--- src/rtl/kwdt_pkg.sv ---
package kwdt_pkg;

   localparam int unsigned SEL_W = 3;
   localparam int unsigned NSEL  = 1 << SEL_W;

   localparam logic [7:0] OFS_CNT = 8'h00;
   localparam logic [7:0] OFS_CTL = 8'h04;
   localparam logic [7:0] OFS_RFS = 8'h08;

   localparam logic [7:0] KEY_CNT = 8'h5A;
   localparam logic [7:0] KEY_CTL = 8'hA5;
   localparam logic [7:0] KEY_RFS = 8'h55;

   localparam int unsigned B_EN   = 7;
   localparam int unsigned B_WD   = 6;
   localparam int unsigned B_MAN  = 5;
   localparam int unsigned B_FLAG = 3;

   typedef struct packed {
      logic             en;
      logic             wd;
      logic             man;
      logic             flag;
      logic [SEL_W-1:0] sel;
   } ctrl_t;

   function automatic logic [7:0] ctrl_byte(ctrl_t c);
      return {c.en, c.wd, c.man, 1'b0, c.flag, c.sel};
   endfunction

endpackage

--- src/rtl/kwdt_prescale.sv ---
module kwdt_prescale
   import kwdt_pkg::*;
#(
   parameter int unsigned DIV_BASE = 5
) (
   input  logic             clk_i,
   input  logic             rst_ni,
   input  logic             en_i,
   input  logic             clr_i,
   input  logic [SEL_W-1:0] sel_i,
   output logic             tick_o
);

   localparam int unsigned PRE_W = DIV_BASE + NSEL - 1;

   logic [PRE_W-1:0] pre_q;
   logic [NSEL-1:0]  at_end;

   for (genvar g = 0; g < NSEL; g++) begin : g_last
      localparam logic [PRE_W-1:0] LAST =
         PRE_W'((64'd1 << (DIV_BASE + g)) - 64'd1);
      assign at_end[g] = (pre_q >= LAST);
   end

   assign tick_o = en_i && at_end[sel_i];

   always_ff @(posedge clk_i or negedge rst_ni) begin
      if (!rst_ni) begin
         pre_q <= '0;
      end else if (clr_i) begin
         pre_q <= '0;
      end else if (en_i) begin
         pre_q <= tick_o ? '0 : pre_q + 1'b1;
      end
   end


   pre_hold_chk: assert property (@(posedge clk_i) disable iff (!rst_ni)
      (!en_i && !clr_i) |=> $stable(pre_q));


   pre_wrap_chk: assert property (@(posedge clk_i) disable iff (!rst_ni)
      tick_o |=> (pre_q == '0));

endmodule

--- src/rtl/kwdt_counter.sv ---
module kwdt_counter #(
   parameter int unsigned CNT_W = 8
) (
   input  logic             clk_i,
   input  logic             rst_ni,
   input  logic             tick_i,
   input  logic             load_i,
   input  logic [CNT_W-1:0] load_val_i,
   output logic [CNT_W-1:0] cnt_o,
   output logic             ovf_o
);

   logic [CNT_W-1:0] cnt_q;

   assign ovf_o = tick_i && !load_i && (&cnt_q);
   assign cnt_o = cnt_q;

   always_ff @(posedge clk_i or negedge rst_ni) begin
      if (!rst_ni) begin
         cnt_q <= '0;
      end else if (load_i) begin
         cnt_q <= load_val_i;
      end else if (tick_i) begin
         cnt_q <= cnt_q + 1'b1;
      end
   end


   cnt_step_chk: assert property (@(posedge clk_i) disable iff (!rst_ni)
      (tick_i && !load_i) |=> (cnt_q == CNT_W'($past(cnt_q) + 1'b1)));


   cnt_load_chk: assert property (@(posedge clk_i) disable iff (!rst_ni)
      load_i |=> (cnt_q == $past(load_val_i)));


   cnt_hold_chk: assert property (@(posedge clk_i) disable iff (!rst_ni)
      (!tick_i && !load_i) |=> $stable(cnt_q));

endmodule

--- src/rtl/kwdt_regs.sv ---
module kwdt_regs
   import kwdt_pkg::*;
#(
   parameter int unsigned ADDR_W = 8,
   parameter int unsigned DATA_W = 32,
   parameter int unsigned CNT_W  = 8
) (
   input  logic              clk_i,
   input  logic              rst_ni,
   input  logic [ADDR_W-1:0] addr_i,
   input  logic [DATA_W-1:0] wdata_i,
   input  logic              we_i,
   input  logic              ovf_i,
   input  logic [CNT_W-1:0]  cnt_i,
   output ctrl_t             ctrl_o,
   output logic              load_o,
   output logic [CNT_W-1:0]  load_val_o,
   output logic [DATA_W-1:0] rdata_o
);

   localparam logic [ADDR_W-1:0] A_CNT = ADDR_W'(OFS_CNT);
   localparam logic [ADDR_W-1:0] A_CTL = ADDR_W'(OFS_CTL);
   localparam logic [ADDR_W-1:0] A_RFS = ADDR_W'(OFS_RFS);

   ctrl_t ctrl_q, ctrl_d;
   logic  hit_cnt, hit_ctl, hit_rfs;
   logic  unused_wdata;

   assign unused_wdata = ^wdata_i[23:16];

   assign hit_cnt = we_i && (addr_i == A_CNT) && (wdata_i[15:8]  == KEY_CNT);
   assign hit_ctl = we_i && (addr_i == A_CTL) && (wdata_i[15:8]  == KEY_CTL);
   assign hit_rfs = we_i && (addr_i == A_RFS) && (wdata_i[31:24] == KEY_RFS);

   assign load_o     = hit_cnt | hit_rfs;
   assign load_val_o = hit_cnt ? wdata_i[CNT_W-1:0] : '0;

   always_comb begin
      ctrl_d = ctrl_q;
      if (hit_ctl) begin
         ctrl_d.en   = wdata_i[B_EN];
         ctrl_d.wd   = wdata_i[B_WD];
         ctrl_d.man  = wdata_i[B_MAN];
         ctrl_d.sel  = wdata_i[SEL_W-1:0];
         ctrl_d.flag = ctrl_q.flag & wdata_i[B_FLAG];
      end
      if (ovf_i) begin
         ctrl_d.flag = 1'b1;
      end
   end

   always_ff @(posedge clk_i or negedge rst_ni) begin
      if (!rst_ni) begin
         ctrl_q <= '0;
      end else begin
         ctrl_q <= ctrl_d;
      end
   end

   assign ctrl_o = ctrl_q;

   always_comb begin
      rdata_o = '0;
      if (addr_i == A_CNT) begin
         rdata_o[CNT_W-1:0] = cnt_i;
      end else if (addr_i == A_CTL) begin
         rdata_o[7:0] = ctrl_byte(ctrl_q);
      end
   end

   logic [SEL_W+2:0] cfg_bits;
   assign cfg_bits = {ctrl_q.en, ctrl_q.wd, ctrl_q.man, ctrl_q.sel};


   ctl_badkey_chk: assert property (@(posedge clk_i) disable iff (!rst_ni)
      (we_i && (addr_i == A_CTL) && (wdata_i[15:8] != KEY_CTL))
      |=> $stable(cfg_bits));


   flag_rise_chk: assert property (@(posedge clk_i) disable iff (!rst_ni)
      $rose(ctrl_q.flag) |-> $past(ovf_i));

endmodule

--- src/rtl/kwdt_reqgen.sv ---
module kwdt_reqgen #(
   parameter bit IRQ_LEVEL = 1'b1
) (
   input  logic clk_i,
   input  logic rst_ni,
   input  logic ovf_i,
   input  logic wd_i,
   input  logic man_i,
   input  logic flag_i,
   output logic por_o,
   output logic man_o,
   output logic irq_o
);

   logic por_q, man_q;

   always_ff @(posedge clk_i or negedge rst_ni) begin
      if (!rst_ni) begin
         por_q <= 1'b0;
         man_q <= 1'b0;
      end else begin
         por_q <= ovf_i && wd_i && !man_i;
         man_q <= ovf_i && wd_i &&  man_i;
      end
   end

   assign por_o = por_q;
   assign man_o = man_q;

   if (IRQ_LEVEL) begin : g_irq_level
      assign irq_o = flag_i && !wd_i;
   end else begin : g_irq_pulse
      logic irq_q;
      logic unused_flag;
      assign unused_flag = flag_i;
      always_ff @(posedge clk_i or negedge rst_ni) begin
         if (!rst_ni) irq_q <= 1'b0;
         else         irq_q <= ovf_i && !wd_i;
      end
      assign irq_o = irq_q;
   end


   por_pulse_chk: assert property (@(posedge clk_i) disable iff (!rst_ni)
      por_q |=> !por_q);


   man_pulse_chk: assert property (@(posedge clk_i) disable iff (!rst_ni)
      man_q |=> !man_q);


   req_excl_chk: assert property (@(posedge clk_i) disable iff (!rst_ni)
      !(por_q && man_q));


   irq_mode_chk: assert property (@(posedge clk_i) disable iff (!rst_ni)
      irq_o |-> !wd_i);

endmodule

--- src/rtl/keyed_wdt.sv ---
module keyed_wdt
   import kwdt_pkg::*;
#(
   parameter int unsigned ADDR_W    = 8,
   parameter int unsigned DATA_W    = 32,
   parameter int unsigned CNT_W     = 8,
   parameter int unsigned DIV_BASE  = 5,
   parameter bit          IRQ_LEVEL = 1'b1
) (
   input  logic              clk_i,
   input  logic              rst_ni,
   input  logic [ADDR_W-1:0] bus_addr_i,
   input  logic [DATA_W-1:0] bus_wdata_i,
   input  logic              bus_we_i,
   output logic [DATA_W-1:0] bus_rdata_o,
   output logic              por_req_o,
   output logic              man_req_o,
   output logic              irq_o
);

   initial begin
      if (DATA_W != 32) $error("keyed_wdt: DATA_W must be 32");
      if (ADDR_W < 4)   $error("keyed_wdt: ADDR_W too small for offsets");
      if (CNT_W < 2 || CNT_W > 8) $error("keyed_wdt: CNT_W out of range");
      if (DIV_BASE < 1 || DIV_BASE > 24) $error("keyed_wdt: DIV_BASE out of range");
   end

   ctrl_t            ctrl;
   logic             load;
   logic [CNT_W-1:0] load_val;
   logic [CNT_W-1:0] cnt;
   logic             tick;
   logic             ovf;

   kwdt_regs #(
      .ADDR_W (ADDR_W),
      .DATA_W (DATA_W),
      .CNT_W  (CNT_W)
   ) u_regs (
      .clk_i      (clk_i),
      .rst_ni     (rst_ni),
      .addr_i     (bus_addr_i),
      .wdata_i    (bus_wdata_i),
      .we_i       (bus_we_i),
      .ovf_i      (ovf),
      .cnt_i      (cnt),
      .ctrl_o     (ctrl),
      .load_o     (load),
      .load_val_o (load_val),
      .rdata_o    (bus_rdata_o)
   );

   kwdt_prescale #(
      .DIV_BASE (DIV_BASE)
   ) u_pre (
      .clk_i  (clk_i),
      .rst_ni (rst_ni),
      .en_i   (ctrl.en),
      .clr_i  (load),
      .sel_i  (ctrl.sel),
      .tick_o (tick)
   );

   kwdt_counter #(
      .CNT_W (CNT_W)
   ) u_cnt (
      .clk_i      (clk_i),
      .rst_ni     (rst_ni),
      .tick_i     (tick),
      .load_i     (load),
      .load_val_i (load_val),
      .cnt_o      (cnt),
      .ovf_o      (ovf)
   );

   kwdt_reqgen #(
      .IRQ_LEVEL (IRQ_LEVEL)
   ) u_req (
      .clk_i  (clk_i),
      .rst_ni (rst_ni),
      .ovf_i  (ovf),
      .wd_i   (ctrl.wd),
      .man_i  (ctrl.man),
      .flag_i (ctrl.flag),
      .por_o  (por_req_o),
      .man_o  (man_req_o),
      .irq_o  (irq_o)
   );

endmodule

--- config.mk ---
export PLATFORM = sky130hd
export DESIGN_NAME = keyed_wdt
export DESIGN_NICKNAME = d
export VERILOG_FILES = /design/src/rtl/kwdt_pkg.sv /design/src/rtl/kwdt_prescale.sv /design/src/rtl/kwdt_counter.sv /design/src/rtl/kwdt_regs.sv /design/src/rtl/kwdt_reqgen.sv /design/src/rtl/keyed_wdt.sv
export SDC_FILE = /design/constraint.sdc
export NUM_CORES = 1
export LEC_CHECK = 0
export ABC_CLOCK_PERIOD_IN_PS = 2300
export CORE_MARGIN = 2
export CORE_UTILIZATION = 40
export DETAILED_ROUTE_END_ITERATION = 12
export GPL_TIMING_DRIVEN = 0
export PLACE_DENSITY = 0.82
export REMOVE_ABC_BUFFERS = 1
export SLEW_MARGIN = 20
export SYNTH_ARGS = -nofsm -noshare
export SYNTH_HDL_FRONTEND = slang
export SYNTH_SLANG_ARGS = --single-unit
--- constraint.sdc ---
create_clock -name clk_i -period 2.3 [get_ports clk_i]
set_input_delay 0.345 -clock clk_i [delete_from_list [all_inputs] [get_ports clk_i]]
set_output_delay 0.345 -clock clk_i [all_outputs]
set_load 0.01 [all_outputs]
==> flow_metrics.py <==
metrics = {
    "run_status": {
        "status": "complete, but fails checks",
        "violations": "negative setup slack",
    },
    "power": {
        "p_per_area_mw_per_mm2": 576,
        "power.total_mw": 1.50,
        "p_leak_nw": 1.16,
        "peakVddDrop_mv": 0.212,
    },
    "global_routing": {
        "grt_start_max_net_pins": 30,
        "antenna_found_initial": 0,
        "grt_pass1_vias": 1801,
        "grt_usage_pct": 19.1,
        "gr-total-overflow": 0,
        "grt_first_pass_wirelength_mm": 8.11,
    },
    "clock_network": {
        "cts_buffers": 5,
        "clk_pin_slew_ns": 0.06,
        "cts_tree": "done",
        "root_buffer": "clkbuf_8",
        "cts.sinks": 29,
        "htreeDepth": 2,
        "cts_hold_buf": 0,
        "clk_path_buf_depth": 2,
        "insertion_delay_ns": 0.29,
    },
    "setup_path": {
        "path_cells": "buf_6 -> or4_4 -> or4_4 -> nor2_4 -> buf_6 -> a22o_1 -> buf_2",
        "critical_path_class": "in2out",
        "startpoint_type": "input pin",
        "path_buf_inv": 3,
        "path_delay_family": "simple AND/OR/NAND/NOR gates",
        "cp.arrival_ns": 1.96,
        "path_max_fanout": 4,
        "reg2reg_from": "u_pre.pre_q[5]$_DFFE_PN0P_",
        "r2r.worst_path.cells": 7,
        "rrSetupSlack_ns": 0.09,
        "r2r-end": "u_cnt.cnt_o[6]$_DFFE_PN0P_",
        "slowest_delay_ns": 0.53,
        "worst_path_max_delay_cell": "or4_4",
        "cp-end-kind": "primary output",
        "cp.required_ns": 1.96,
    },
    "routing": {
        "vias": 1814,
        "drtAntennaViolNets": 0,
        "drt-total-wl_mm": 4.78,
        "drt_first_iter_violations": 145,
        "first_pass_iters": 4,
        "viasPerCell": 5.24,
        "drc": 0,
        "wl_per_cell_microns": 13.8,
    },
    "sta": {
        "finalCritPeriodShare_pct": 100,
        "whs_ns": 0.0731,
        "rsz0062_at_grt": "true",
        "finalSetupViolCount": 4,
        "relSlewSlack_pct": 58.0,
        "setup_slack_ns": -0.00805,
        "tns_ns": -0.0179,
        "worst_pin_slew_ns": 0.630,
        "timing.fmax_ghz": 0.433,
        "slew_violations": 0,
        "finalCriticalPeriod_ns": 2.31,
        "fin_worst_skew_ns": 0.00357,
        "finalHoldViolCount": 0,
    },
    "synth": {
        "seq_area_frac_synth_pct": 36.1,
        "synth_seq_cells": 29,
        "yosysUniqueCellTypes": 54,
        "synth_ff_type": "dfrtp_1",
        "synth_edf_count": 0,
        "synth.avg_cell_area_sq_um": 9.27,
        "synth_area_sq_mm": 0.00201,
        "async_flop_share_pct": 100,
        "syn_inst": 217,
        "yosys_warnings": 0,
    },
    "floorplan": {
        "die_height_microns": 74.9,
        "core-area_sq_mm": 0.00479,
        "rows": 25,
        "die_area_sq_mm": 0.00561,
        "initial_core_util_pct": 42.0,
        "io_pins": 78,
        "die_w_microns": 74.9,
    },
    "layout": {
        "nets": 323,
        "antenna_cells": 0,
        "drive_gt1_share_pct": 20.1,
        "final_common_cell": "clkdlybuf4s50_1",
        "layoutNonFillerInstCount": 346,
        "final_cell_mix": "clkdlybuf4s50_1, dfrtp_1, conb_1",
        "post-route-cell-area_sq_mm": 0.00261,
        "area_delta_synth_final_pct": 29.8,
    },
    "flow_run": {
        "max_cap_viol_count": 0,
    },
    "min_path": {
        "hp-class": "in2async",
    },
    "place": {
        "place.detailed.hpwl_mm": 3.35,
        "placedCellCount": 323,
        "gp_congestion": 0.848,
        "dpl_cell_area_sq_mm": 0.00242,
        "port_buffers": 45,
    },
}
## logic make-up (layout without fill, tap and decap cells)
group	after synthesis	in the layout	synth area share, %
and+or+nand+nor	97	97	29.5
xor gates and xnor gates	11	11	4.79
AOI/OAI and AO/OA	37	37	13.9
adders and majority gates	2	2	1.24
muxes	5	5	2.74
DFF	29	29	36.1
buffers and inverters	35	74	11.6
other	1	24	0.186
## metrics by stage
| step | util, % | setup slack, ns |
|---|---|---|
| after floorplan | - | 0.0381 |
| after CTS | 53.4 | -0.157 |
| after global routing | 54.6 | -0.0580 |
| final | 54.6 | -0.00805 |
| after global placement | 50.6 | -1.11 |
| after detailed placement | 50.5 | -1.13 |
## layer usage
layer | routed length, microns | global-route usage, % | up-vias
met5 | 0 | 0 | -
met4 | 76 | 7.94 | 0
met3 | 367 | 4.15 | 7
met2 | 2310 | 29.8 | 88
met1 | 2030 | 25.7 | 839
li1 | - | - | 880
## report_power, final
group | switching, mW | internal [mW]
Combinational | 0.205 | 0.211
Sequential | 0.0922 | 0.591
Clock | 0.196 | 0.209
Total | 0.492 | 1.01
## state kept, by name (all words and copies together), names as in the netlist
signal	cells
u_cnt.cnt_o	8
u_req.por_o	1
u_req.man_o	1
u_regs.ctrl_o	7
u_pre.pre_q	12
## Yosys cell counts (4+ instances only)
library cell  count  area [sq um]
nand4_1           6          37.5
nor2_1           18          67.6
inv_1             6          22.5
xor2_1           10          87.6
a22o_1            7          61.3
nand2_1          17          63.8
o211ai_1          4          30.0
and3_1            7          43.8
buf_4            24           180
nand3_1          15          75.1
nor4bb_1          4          40.0
mux2_2            4          45.0
dfrtp_1          29           726
a21oi_1           5          25.0
o21ai_0           5          25.0
## final cells by class
class / instances / area (sq um)
repair buffers: 60 / 517
well taps: 67 / 83.8
inverters: 6 / 22.5
multi-input cells: 176 / 1180
clock buffers: 6 / 72.6
fillers: 448 / 2170
clock inverters: 2 / 10.0
flip-flops and latches: 29 / 727
## timing repair
action / 4_1_cts / 5_1_grt
pin swaps: 12 / 6
endpoints found under the setup margin: 31 / 29
resized for setup: 52 / 4
buffers inserted: 10 / 5
## worst max-delay path by stage
stage / startpoint / end / slack, ns / cells past startpoint
floorplan: bus_addr_i[1] / bus_rdata_o[0] / 0.04 / 4
global placement: bus_addr_i[1] / bus_rdata_o[1] / -1.11 / 6
detailed placement: bus_addr_i[1] / bus_rdata_o[6] / -1.13 / 6
CTS: bus_addr_i[4] / bus_rdata_o[6] / -0.16 / 7
global route: bus_addr_i[4] / bus_rdata_o[6] / -0.06 / 7
finish: bus_addr_i[4] / bus_rdata_o[2] / -0.008 / 7
Power figures use the tool's default switching activity.
